File: config.mk
export PLATFORM = sky130hd
export DESIGN_NAME = iter_mult
export DESIGN_NICKNAME = d
export VERILOG_FILES = /design/src/rtl/mul_pkg.sv /design/src/rtl/mul_prep.sv /design/src/rtl/mul_step.sv /design/src/rtl/mul_fix.sv /design/src/rtl/iter_mult.sv
export SDC_FILE = /design/constraint.sdc
export NUM_CORES = 1
export LEC_CHECK = 0
export BUFFER_PORTS_ARGS = -buffer_cell sky130_fd_sc_hd__buf_2
export CAP_MARGIN = 20
export CORE_MARGIN = 2
export CORE_UTILIZATION = 25
export CTS_BUF_LIST = sky130_fd_sc_hd__clkbuf_8
export CTS_CLUSTER_DIAMETER = 150
export DETAILED_ROUTE_END_ITERATION = 10
export HOLD_SLACK_MARGIN = 0.1
export PLACE_DENSITY = 0.38
export SETUP_SLACK_MARGIN = 0.3
export SLEW_MARGIN = 20
export SYNTH_ARGS = -nofsm -noshare
export SYNTH_HDL_FRONTEND = slang
export SYNTH_SLANG_ARGS = --single-unit
File: constraint.sdc
create_clock -name clk -period 9.1 [get_ports clk]
set_clock_uncertainty 0.15 [all_clocks]
set_input_delay 1.365 -clock clk [delete_from_list [all_inputs] [get_ports clk]]
set_output_delay 1.365 -clock clk [all_outputs]
set_load 0.005 [all_outputs]
File: src/rtl/mul_pkg.sv
package mul_pkg;
    parameter int OPW = 32;
    localparam int PW = 2 * OPW;
    localparam int CW = $clog2(OPW + 1);

    typedef logic [OPW-1:0] word_t;
    typedef logic [PW-1:0]  dword_t;

    typedef enum logic {ST_IDLE, ST_RUN} mul_state_e;

    typedef struct packed {
        word_t  mplier;
        dword_t mcand;
        logic   neg;
        logic   zero;
    } prep_t;

    typedef struct packed {
        dword_t acc;
        dword_t mcand;
        word_t  mplier;
        logic   last;
    } step_t;

    function automatic word_t magnitude(input word_t v, input logic take_neg);
        return take_neg ? (~v + word_t'(1)) : v;
    endfunction
endpackage

File: src/rtl/mul_prep.sv
module mul_prep
    import mul_pkg::*;
(
    input  word_t a,
    input  word_t b,
    input  logic  sgn,
    output prep_t prep
);
    logic a_neg, b_neg;
    word_t b_mag;

    always_comb begin
        a_neg       = sgn & a[OPW-1];
        b_neg       = sgn & b[OPW-1];
        b_mag       = magnitude(b, b_neg);
        prep.mplier = magnitude(a, a_neg);
        prep.mcand  = {word_t'(0), b_mag};
        prep.neg    = a_neg ^ b_neg;
        prep.zero   = (a == '0) || (b == '0);
    end
endmodule

File: src/rtl/mul_step.sv
module mul_step
    import mul_pkg::*;
(
    input  dword_t acc,
    input  dword_t mcand,
    input  word_t  mplier,
    output step_t  nxt
);
    logic [OPW:0]  lo_sum;
    word_t         hi_sum;
    dword_t        added;

    always_comb begin
        lo_sum = {1'b0, acc[OPW-1:0]} + {1'b0, mcand[OPW-1:0]};
        hi_sum = acc[PW-1:OPW] + mcand[PW-1:OPW] + word_t'(lo_sum[OPW]);
        added  = {hi_sum, lo_sum[OPW-1:0]};
        nxt.acc    = mplier[0] ? added : acc;
        nxt.mcand  = {mcand[PW-2:0], 1'b0};
        nxt.mplier = {1'b0, mplier[OPW-1:1]};
        nxt.last   = (mplier[OPW-1:1] == '0);
    end
endmodule

File: src/rtl/mul_fix.sv
module mul_fix
    import mul_pkg::*;
(
    input  dword_t raw,
    input  logic   neg,
    output dword_t res
);
    word_t inv_hi, inv_lo, lo_inc;

    always_comb begin
        inv_hi = ~raw[PW-1:OPW];
        inv_lo = ~raw[OPW-1:0];
        lo_inc = inv_lo + word_t'(1);
        if (neg)
            res = {inv_hi + word_t'(lo_inc == '0), lo_inc};
        else
            res = raw;
    end
endmodule

File: src/rtl/iter_mult.sv
module iter_mult
    import mul_pkg::*;
(
    input  logic             clk,
    input  logic             rst,
    input  logic             start,
    input  logic             is_signed,
    input  logic [OPW-1:0]   op_a,
    input  logic [OPW-1:0]   op_b,
    output logic             busy,
    output logic             done,
    output logic [OPW-1:0]   hi,
    output logic [OPW-1:0]   lo
);
    mul_state_e      state;
    dword_t          acc, mcand;
    word_t           mplier;
    logic            neg;
    logic [CW-1:0]   step_cnt;
    prep_t           prep;
    step_t           nxt;
    dword_t          fixed;

    mul_prep u_prep (.a(op_a), .b(op_b), .sgn(is_signed), .prep(prep));
    mul_step u_step (.acc(acc), .mcand(mcand), .mplier(mplier), .nxt(nxt));
    mul_fix  u_fix  (.raw(nxt.acc), .neg(neg), .res(fixed));

    assign busy = (state == ST_RUN);

    always_ff @(posedge clk) begin
        if (rst) begin
            state    <= ST_IDLE;
            acc      <= '0;
            mcand    <= '0;
            mplier   <= '0;
            neg      <= 1'b0;
            step_cnt <= '0;
            hi       <= '0;
            lo       <= '0;
            done     <= 1'b0;
        end else begin
            done <= 1'b0;
            unique case (state)
                ST_IDLE: begin
                    if (start) begin
                        if (prep.zero) begin
                            hi   <= '0;
                            lo   <= '0;
                            done <= 1'b1;
                        end else begin
                            acc      <= '0;
                            mcand    <= prep.mcand;
                            mplier   <= prep.mplier;
                            neg      <= prep.neg;
                            step_cnt <= '0;
                            state    <= ST_RUN;
                        end
                    end
                end
                ST_RUN: begin
                    acc      <= nxt.acc;
                    mcand    <= nxt.mcand;
                    mplier   <= nxt.mplier;
                    step_cnt <= step_cnt + CW'(1);
                    if (nxt.last) begin
                        hi    <= fixed[PW-1:OPW];
                        lo    <= fixed[OPW-1:0];
                        done  <= 1'b1;
                        state <= ST_IDLE;
                    end
                end
                default: state <= ST_IDLE;
            endcase
        end
    end


    zero_short_chk: assert property (@(posedge clk) disable iff (rst)
        (start && !busy && (op_a == '0 || op_b == '0))
            |=> (done && !busy && hi == '0 && lo == '0));


    start_busy_chk: assert property (@(posedge clk) disable iff (rst)
        (start && !busy && op_a != '0 && op_b != '0) |=> busy);


    step_bound_chk: assert property (@(posedge clk) disable iff (rst)
        busy |-> (step_cnt < CW'(OPW)));


    done_pulse_chk: assert property (@(posedge clk) disable iff (rst)
        done |-> (!busy ##1 !done));


    hold_chk: assert property (@(posedge clk) disable iff (rst)
        !done |-> $stable({hi, lo}));


    busy_lock_chk: assert property (@(posedge clk) disable iff (rst)
        (busy && !nxt.last) |=> busy);
endmodule

* Word level (Yosys, flattened, before mapping) *
Cells that the tools add are included.

storage, ports and cells
  word-level logic and storage cells = 63
  output and inout port bits = 66
  register bits after elaboration = 227

cells by class
  $add $sub $neg = 7
  reduce and logical (&&, ||, !) cells = 8
  eq/ne operators = 4
  bitwise logic cells = 9
  muxes and demuxes = 27

operators by type and width
  cell                                                   count
  two-way mux 64 bit                                     6
  two-way mux 32 bit                                     8
  one-hot mux 64 bit (2 select lines)                    2
  one-hot mux 32 bit (2 select lines)                    3
  NOT 32 bit                                             4
  adder 32 x 1 -> 32 bit, second input constant          3
  zero test 32 bit                                       3
  adder 32 x 1 -> 32 bit                                 2
  adder 32 x 32 -> 33 bit                                1
  adder 32 bit                                           1
  zero test 31 bit                                       1
  two-way mux 1 bit                                      6
  inequality test 2 bit, second input constant           3
  AND reduction 3 bit                                    2
  one-hot mux 1 bit (2 select lines)                     2
  AND 1 bit                                              2
  inequality test 2 x 1 -> 1 bit, second input constant  1
  NOT 1 bit                                              2
  AND reduction 2 bit                                    1
  logical OR 1 bit                                       1
  bitwise XOR 1 bit                                      1

* Logic depth before layout (Yosys ltp) *
Gate-level depths: netlist (run 1).

  depth after elaboration = 10
  mapped depth = 33
  gate-level depth less buffers = 26

* Modules after synthesis *
Synthesis (run 1) repeated with hierarchy kept, for this count alone.

unflattened totals
  cells, all modules = 2191
  area, all modules = 17443.0 µm²

by module, submodules not included
  module     instances  cells each  seq. area each (µm²)  area each (µm²)
  iter_mult  1          986         4544.4                8862.2
  mul_step   1          671         0.0                   4989.8
  mul_fix    1          271         0.0                   1806.7
  mul_prep   1          263         0.0                   1784.2

* Worst setup path before layout (run 1) *
Ideal clock, no wire load.

  kind = flip-flop to flip-flop
  from = register mplier[0]
  to = register hi[29]
  path buffers = 10
  period minus slack after synthesis = 7476 ps
  library setup time = 122 ps
  cell stages (with the launch flop) = 31
  arrival time = 7204 ps
  setup slack = 1624 ps
  path through = dfxtp_1 > buf_2 > buf_6 > buf_6 > buf_2 > buf_2 > buf_1 > buf_2 > buf_2 > buf_2 > buf_1 > mux2i_1 > ha_1 > nand2_1 > a211oi_2 > nand3b_4 > or4b_4 > or3_4 > or2_4 > xor2_1 > nor2_1 > nand4_1 > nor4_2 > ha_1 > and3_1 > nand4_1 > or4_1 > or4_4 > o41ai_2 > xnor2_1 > o21ai_1

between the ends
  cells in the longest elaborated chain, start to end = 8

ends and longest elaborated chain
  what                                   line             RTL
  start: declaration                     iter_mult.sv:17  word_t mplier;
  start signal: assignment               iter_mult.sv:53  mplier <= prep.mplier;
  start signal: assignment               iter_mult.sv:63  mplier <= nxt.mplier;
  two-way mux 64 bit *                   mul_step.sv:17   nxt.acc = mplier[0] ? added : acc;
  NOT 32 bit                             mul_fix.sv:12    inv_lo = ~raw[OPW-1:0];
  adder 32 x 1 -> 32 bit                 mul_fix.sv:13    lo_inc = inv_lo + word_t'(1);
  zero test 32 bit                       mul_fix.sv:15    res = {inv_hi + word_t'(lo_inc == '0), lo_inc};
  adder 32 x 1 -> 32 bit                 mul_fix.sv:15
  two-way mux 64 bit *                   mul_fix.sv:14    if (neg)
  two-way mux 32 bit *                   iter_mult.sv:65  if (nxt.last) begin
  one-hot mux 32 bit (2 select lines) *  iter_mult.sv:43  unique case (state)
  end signal: assignment                 iter_mult.sv:66  hi <= fixed[PW-1:OPW];
  end: declaration                       iter_mult.sv:12  output logic [OPW-1:0] hi,

Mark *: on every way between the ends. The rest lies on a longest branch, timed or not. The select of a mux whose other input is x is not followed.
A chain may end at the register's enable or synchronous reset.

* Final worst setup path (run 1) *
  from = register acc[0]
  to = register hi[31]

between the ends
  cells in the longest elaborated chain, start to end = 9

ends and longest elaborated chain
  what                                   line             RTL
  start: declaration                     iter_mult.sv:16  dword_t acc, mcand;
  start signal: assignment               iter_mult.sv:61  acc <= nxt.acc;
  adder 32 x 32 -> 33 bit                mul_step.sv:14   lo_sum = {1'b0, acc[OPW-1:0]} + {1'b0, mcand[OPW-1:0]};
  two-way mux 64 bit *                   mul_step.sv:17
  NOT 32 bit                             mul_fix.sv:12
  adder 32 x 1 -> 32 bit                 mul_fix.sv:13
  zero test 32 bit                       mul_fix.sv:15
  adder 32 x 1 -> 32 bit                 mul_fix.sv:15
  two-way mux 64 bit *                   mul_fix.sv:14
  two-way mux 32 bit *                   iter_mult.sv:65
  one-hot mux 32 bit (2 select lines) *  iter_mult.sv:43

Marks and branches as above.

==> summary.md, run 1 <==
| Metric | Value |
|---|---|
| Run status | finished clean |
| Sw Ratio | approximately a third |
| Routed Antenna Nets | 0 |
| Total Power | about 2.6 mW |
| Unrepaired setup endpoints after global routing | no |
| Hold/Removal Path Class | reg -> reg |
| Nets | around 2,400 |
| List of most frequent post-synthesis cells | sky130_fd_sc_hd__nor2_1 (372), sky130_fd_sc_hd__a21oi_1 (230), sky130_fd_sc_hd__dfxtp_1 (227) |
| Number of global-route vias before repair | around 15,000 |
| Kind of critical path | reg -> reg |
| Vertical die dimension | 260 um |
| Layout Area Growth over Synthesis | 14.1% |
| Placed instance area | 17,800 um2 |
| Number of antenna violations at the first check in global routing | 5 |
| Non-filler instance count after layout | around 3,200 |
| Required time of the critical path | between 9000 and 10,000 ps |
| Max-cap violations | 0 |
| Overflow left after global routing | 0 |
| Sum of net half-perimeters after detailed placement | approximately 43 mm |
| I/O pin cnt | about 130 |
| Type of destination of the critical path | register |
| Synth warnings | 0 |
| Maximum number of pins on one net before global-route repair | 89 |
| Final Routed Wirelength | between 50 and 60 mm |
| Die width | between 200 and 300 um |
| Starting density of the core | 25.4% |
| Per-cell routed wire length | roughly 19 um |
| Final Hold Viols | 0 |
| Maximum clock rate | between 100 and 150 MHz |
| Port Buffers | between 100 and 150 |
| Power share of the combinational group | approximately 17% |
| Number of placed cells counting well taps | a little over 3,000 |
| Per-cell via count in the routed design | 5.15 |
| Ranking of synthesized cells by area | sky130_fd_sc_hd__dfxtp_1 (28%), sky130_fd_sc_hd__nor2_1 (8.5%), sky130_fd_sc_hd__a21oi_1 (7.0%) |
| Full die area | a little under 70,000 um2 |
| EDFF count, synth | 0 |
| Clock tree from TritonCTS | yes |
| Final Core Density | slightly below 30% |
| DR vias | roughly 16,000 |
| Worst Setup Start Kind | register |
| Worst Path Arrival | 8100 ps |
| Cell accounting for the most synthesized area | sky130_fd_sc_hd__dfxtp_1 |
| Net Count, Synth | 2,348 |
| Number of CTS-inserted buffers | between 40 and 50 |
| GRT Resource Usage Total | between 15 and 20% |
| Final estimated routing congestion in global placement | about 0.86 |
| Buffers inserted during post-CTS setup optimization | 0 |
| Max Transition Viols Final | 0 |
| Fraction of the yosys area taken by sequential cells | roughly 28% |
| Tightest slew margin relative to the limit | around a quarter |
| Post-synthesis average cell area | approximately 7.4 um2 |
| Proportion of synthesized flip-flops having asynchronous set or reset | 0% |
| Wire length of the first global-routing pass | between 90 and 100 mm |
| Clock share of power | between 40% and 50% |
| Ratio of total power to cell area | between 100 and 150 nW/um2 |
| Clk_lat worst skew | about 660 ps |
| Final total negative setup slack | 0 ps |
| Floorplan row count | between 90 and 100 |
| DR DRC count | 0 |
| Distinct cells, synth | roughly 100 |
| Relative contribution of sequential cells to total power | 40.0% |
| First-pass DRT Iterations | 5 |
| Share of post-route cells with drive strength above 1 | a little over an eighth |
| Net switching power of the design | 0.835 mW |
| Area share of the largest cell type after synthesis | 27.7% |
| Largest fanout on the critical path | 7 |
| Top flip-flop cell by instance count after synthesis | sky130_fd_sc_hd__dfxtp_1 |
| Design internal power | roughly 1.8 mW |
| Area of the core region | ~65,000 um2 |
| Total number of H-tree levels | 2 |
| Finish-stage setup viols | 0 |
| Clock Sink Count | ~230 |
| Combined area of all synthesized cells | around 16,000 um2 |
| Finished Cell Area | ~19,000 um2 |
| CTS clk-pin slew, worst paths | roughly 60 ps |
| DRC violation total after the first TritonRoute iteration | around 1,100 |
| Static leakage | 7.62 nW |
| Number of buffers added to fix hold violations after cts | 0 |
| Synth Register Bits | 227 |
| Final worst-path cycle share | between 80% and 90% |
| Most instantiated library cell after synthesis | sky130_fd_sc_hd__nor2_1 |
| Maximum number of buffers from clock root to sink | 3 |
| Cell count after synthesis | 2,209 |
| Final critical path time including I/O delays and setup | 7690 ps |
| IR drop worst, VDD | roughly 66 uV |
| Worst Tran Pin Value | about 1100 ps |
| PostCTS Resize Cnt | 0 |
| Clock root cell | sky130_fd_sc_hd__clkbuf_8 |
[cells in the final DEF (no fill, tap or decap), drive strengths merged, types with 25 or more instances in the layout]
master,count
dfxtp,227
buf,155
a22oi,45
ha,68
a211oi,70
or3,34
and3,75
nand3,35
nor2,374
clkbuf,62
nand4,25
xor2,58
a21o,36
xnor2,96
nor3,43
a21oi,234
a31oi,32
nand2,170
inv,55
o21ai,108
[stage by stage]
step / hold slack (ps) / worst slack, ps
floorplan: 292 / 1620
global placement: 290 / 1570
detailed placement: 294 / 1450
CTS: 304 / 1410
global route: 315 / 691
finish: 299 / 1410
[final cells by class]
| class | count | area, um2 |
|---|---|---|
| Fill cell | 7092 | 46000 |
| Multi-Input combinational cell | 1791 | 11200 |
| Sequential cell | 227 | 4550 |
| Tap cell | 855 | 1070 |
| Clock buffer | 62 | 853 |
| Timing Repair Buffer | 155 | 837 |
| Inverter | 40 | 150 |
| Clock inverter | 24 | 116 |
| Antenna cell | 3 | 7.51 |
[critical path, cell delays in order (launching register included)]
cell and delay [ps]:
sky130_fd_sc_hd__dfxtp_1 370, sky130_fd_sc_hd__ha_1 230, sky130_fd_sc_hd__inv_1 70, sky130_fd_sc_hd__fa_1 390
sky130_fd_sc_hd__nand2b_1 200, sky130_fd_sc_hd__a21oi_1 360, sky130_fd_sc_hd__o22ai_1 200, sky130_fd_sc_hd__a221o_1 430
sky130_fd_sc_hd__nor2_1 260, sky130_fd_sc_hd__or4b_4 540, sky130_fd_sc_hd__or3_4 370, sky130_fd_sc_hd__nor3_1 200
sky130_fd_sc_hd__a31oi_1 60, sky130_fd_sc_hd__nor3_1 270, sky130_fd_sc_hd__nand4_1 180, sky130_fd_sc_hd__nor4_2 590
sky130_fd_sc_hd__ha_1 280, sky130_fd_sc_hd__nand3_1 120, sky130_fd_sc_hd__inv_1 90, sky130_fd_sc_hd__nand3_1 110
sky130_fd_sc_hd__nor4_1 520, sky130_fd_sc_hd__nor4b_2 670, sky130_fd_sc_hd__nand4_1 320, sky130_fd_sc_hd__o31ai_1 330
sky130_fd_sc_hd__xnor2_1 100, sky130_fd_sc_hd__a22o_1 190
[registers in the layout (all words and copies together) (netlist names)]
name    flops
hi         32
mcand      64
lo         32
busy        1
done        1
acc        64
neg         1
mplier     32
[logic make-up (layout without fill, tap and decap cells)]
| logic type | after synthesis | count (layout) | synth area share, % |
|---|---|---|---|
| buf+inv | 191 | 281 | 4.57 |
| compound gates | 671 | 671 | 26.6 |
| flops | 227 | 227 | 27.7 |
| mux | 29 | 29 | 1.97 |
| xor+xnor | 154 | 154 | 8.21 |
| other cells | 0 | 3 | 0 |
| simple gates | 866 | 866 | 25.5 |
| fa+ha+maj | 71 | 71 | 5.55 |
[worst paths after layout]
path                  to  slack, ps  depth (start not counted)  startpoint
setup / recovery  hi[31]       1410                         25      acc[0]
hold / removal    hi[23]        300                          2      hi[23]
setup reg to reg  hi[31]       1410                         25      acc[0]
hold reg to reg   hi[23]        300                          2      hi[23]
[routing by layer]
metal  global-route usage, %  routed length, um  vias to the layer above
met5                       0                 23                        -
met1                    25.2              30300                     7729
met3                    3.63               3680                       76
met4                    3.78                983                        4
li1                        -                  -                     8109
met2                    26.3              25000                      354
[power by group through the flow]
stage                     clock network, mW  logic (mW)  registers, mW
after detailed placement                  0       0.435           1.07
final                                  1.14       0.433           1.05
after global placement                    0       0.434           1.07
after global routing                   1.23       0.483           1.05
after CTS                              1.18       0.437           1.05
after floorplan                           0       0.314           1.06
Note: power is estimated with default switching activity, not from simulation.
==> run 2, diff against run 1 <==
--- a/config.mk
+++ b/config.mk
@@ -13,7 +13,7 @@
 export CTS_CLUSTER_DIAMETER = 150
 export DETAILED_ROUTE_END_ITERATION = 10
 export HOLD_SLACK_MARGIN = 0.1
-export PLACE_DENSITY = 0.38
+export PLACE_DENSITY = 0.39
 export SETUP_SLACK_MARGIN = 0.3
 export SLEW_MARGIN = 20
 export SYNTH_ARGS = -nofsm -noshare
==> constraint.sdc (replaced) <==
create_clock -name clk -period 6.2 [get_ports clk]
set_clock_uncertainty 0.15 [all_clocks]
set_input_delay 0.93 -clock clk [delete_from_list [all_inputs] [get_ports clk]]
set_output_delay 0.93 -clock clk [all_outputs]
set_load 0.005 [all_outputs]
==> summary.md, run 2 (synthesized netlist as in run 1, its figures left out) <==
| Metric | Value |
|---|---|
| Run status | finished clean |
| Static leakage | 9.00 nW (+18%) |
| Clock tree from TritonCTS | yes |
| Die width | 260 um (unchanged) |
| Leading cell type in the layout, fill and taps excluded | sky130_fd_sc_hd__nor2_1 |
| Tightest slew margin relative to the limit | 39.4% (+15 points) |
| Relative contribution of sequential cells to total power | 37.8% (-2.2 points) |
| Clock root cell | sky130_fd_sc_hd__clkbuf_8 |
| Final worst-path cycle share | 97.8% (+13 points) |
| Final critical path time including I/O delays and setup | 6060 ps (-1630 ps) |
| GRT Resource Usage Total | 18.1% (+0.68 points) |
| Routed Antenna Nets | 0 (unchanged) |
| Full die area | 67,800 um2 (unchanged) |
| IR drop worst, VDD | 112 uV (+69%) |
| Clock Sink Count | 227 (unchanged) |
| Per-cell routed wire length | 18.2 um (-4.3%) |
| Floorplan row count | 93 (unchanged) |
| Final Routed Wirelength | 62.0 mm (+3.4%) |
| Area of the core region | 64,700 um2 (unchanged) |
| Cell type group with the largest total delay on the critical path | simple AND/OR/NAND/NOR gates |
| Vertical die dimension | 260 um (unchanged) |
| CTS clk-pin slew, worst paths | 60 ps (about the same) |
| Type of destination of the critical path | register |
| Clock share of power | 42.4% (-1.0 points) |
| Worst path setup slack after routing | 139 ps (-1270 ps) |
| Starting density of the core | 25.4% (unchanged) |
| Worst-path cell chain | ha_4, inv_2, fa_2, nand2b_4, a21o_4, a211oi_4, o21ai_1, a31o_1, or4b_4, or3_4, or2_4, xor2_1, nor2_1, nand4_1, nor4_2, buf_4, ha_4, and3_4, nand4_1, or4_4, or4_4, o41ai_4, xnor2_1, o21ai_1 |
| Worst path slowest cell | sky130_fd_sc_hd__or4b_4 |
| Worst Path Arrival | 6430 ps (-1670 ps) |
| Maximum number of buffers from clock root to sink | 3 (unchanged) |
| Power share of the combinational group | 19.8% (+3.2 points) |
| Number of antenna violations at the first check in global routing | 1 (-4) |
| Top library cells by usage in the layout, fill and taps aside | sky130_fd_sc_hd__nor2_1 (368), sky130_fd_sc_hd__buf_4 (274), sky130_fd_sc_hd__a21oi_1 (224), sky130_fd_sc_hd__dfxtp_1 (219), sky130_fd_sc_hd__nand2_1 (166) |
| Design internal power | 2.82 mW (+58%) |
| Placed instance area | 19,700 um2 (+11%) |
| Layout Area Growth over Synthesis | 29.4% |
| Number of buffers and inverters on the critical path | 2 (unchanged) |
| Worst Tran Pin Value | 907 ps (-220 ps) |
| Delay contributed by the slowest stage of the critical path | 580 ps (-90 ps) |
| DR vias | 17,000 (+4.8%) |
| Net switching power of the design | 1.26 mW (+51%) |
| Finished Cell Area | 21,300 um2 (+13%) |
| Required time of the critical path | 6560 ps (-2950 ps) |
| Fillcell total | 7,042 (-0.71%) |
| Nets | 2,659 (+11%) |
| Hold/Removal Path Class | reg -> reg |
| Kind of critical path | reg -> reg |
| Pre-CTS setup slack | -264 ps (-1720 ps) |
| Worst Setup Start Kind | register |
| Total Power | 4.07 mW (+56%) |
| Register Area | 4560 um2 (+0.14%) |
| Total number of H-tree levels | 2 (unchanged) |
| Number of global-route vias before repair | 16,700 (+8.0%) |
| Port Buffers | 133 (unchanged) |
| DR DRC count | 0 (unchanged) |
| I/O pin cnt | 134 (unchanged) |
| DRC violation total after the first TritonRoute iteration | 1,067 (-5.8%) |
| Finish-stage setup viols | 0 (unchanged) |
| Maximum clock rate | 165 MHz (+27%) |
| Number of CTS-inserted buffers | 47 (-2.1%) |
| Final Hold Viols | 0 (unchanged) |
| Overflow left after global routing | 0 (unchanged) |
| Ratio of total power to cell area | 192 nW/um2 (+37%) |
| Per-cell via count in the routed design | 5.00 (-3.0%) |
| Clk_lat worst skew | 640 ps (-20 ps) |
| Final estimated routing congestion in global placement | 0.884 (+3.2%) |
| Final Core Density | 32.9% (+3.9 points) |
| First-pass DRT Iterations | 5 (unchanged) |
| Biggest regs | acc x64, mcand x64 |
| Area of the multi-input gates | 11,700 um2 (+4.4%) |
| Max Transition Viols Final | 0 (unchanged) |
| Maximum number of pins on one net before global-route repair | 110 (+24%) |
| Sw Ratio | 30.8% (-1.0 points) |
| Max-cap violations | 0 (unchanged) |
| Largest fanout on the critical path | 4 (-3) |
| Share of post-route cells with drive strength above 1 | 24.6% (+11 points) |
| Wire length of the first global-routing pass | 96.8 mm (+5.1%) |
| Sum of net half-perimeters after detailed placement | 45.8 mm (+5.8%) |
| Unrepaired setup endpoints after global routing | yes |
## run 2: cell count changes in the layout (fill, tap and decap cells not counted), moves of 6 or more
cell,before,now
sky130_fd_sc_hd__o21ai_2,1,8
sky130_fd_sc_hd__buf_4,22,274
sky130_fd_sc_hd__ha_4,0,10
sky130_fd_sc_hd__ha_1,68,57
sky130_fd_sc_hd__o21ai_0,91,81
sky130_fd_sc_hd__a21oi_1,230,224
## run 2: power groups by stage
stage | combinational, mW | clock [mW] | sequential (mW)
2_1_floorplan | 0.472 | 0 | 1.55
3_3_place_gp | 0.774 | 0 | 1.57
3_5_place_dp | 0.775 | 0 | 1.57
4_1_cts | 0.797 | 1.81 | 1.54
5_1_grt | 0.891 | 1.87 | 1.55
6_report | 0.807 | 1.73 | 1.54
## run 2: routing by layer
| metal | global-route usage [%] | vias to the layer above | wire length (um) | share of wire [%] |
|---|---|---|---|---|
| met5 | 0 | - | 0 | 0 |
| met4 | 4.21 | 0 | 1190 | 1.9 |
| met3 | 4.05 | 82 | 3470 | 5.6 |
| met2 | 27.3 | 362 | 26000 | 42 |
| met1 | 25.9 | 8004 | 31400 | 51 |
| li1 | - | 8598 | - | - |
## run 2: through the flow
| stage | cells | TNS (ps) | hold slack, ps |
|---|---|---|---|
| finish | 3410 | 0 | 295 |
| global route | 3410 | -269 | 319 |
| CTS | 3402 | 0 | 301 |
| detailed placement | 3315 | -1420 | 293 |
| global placement | 3315 | -853 | 286 |
| floorplan | 2209 | -128 | 292 |
## run 2: worst paths after layout
path                  from     end  slack, ps  depth (start not counted)
setup reg to reg  mcand[0]  hi[29]        140                         24
hold / removal      lo[28]  lo[28]        290                          2
setup / recovery  mcand[0]  hi[29]        140                         24
hold reg to reg     lo[28]  lo[28]        290                          2
## run 2: layout make-up
class | instances | share of cell area (%)
Clock buffer | 58 | 3.76
Multi-Input combinational cell | 1791 | 54.8
Antenna cell | 1 | 0.0118
Inverter | 40 | 0.706
Tap cell | 855 | 5.03
Clock inverter | 25 | 0.953
Sequential cell | 227 | 21.4
Timing Repair Buffer | 413 | 13.3
## run 2: tightest hold or removal path, stage by stage (launching register included)
cell and delay, ps:
sky130_fd_sc_hd__dfxtp_1 300, sky130_fd_sc_hd__nand2_1 50, sky130_fd_sc_hd__o21ai_1 50
## run 2: timing repair
action,4_1_cts,5_1_grt
resized for setup,42,44
setup endpoints to repair,19,20
pin swaps,12,14
buffers inserted,4,6
hold buffers,0,0
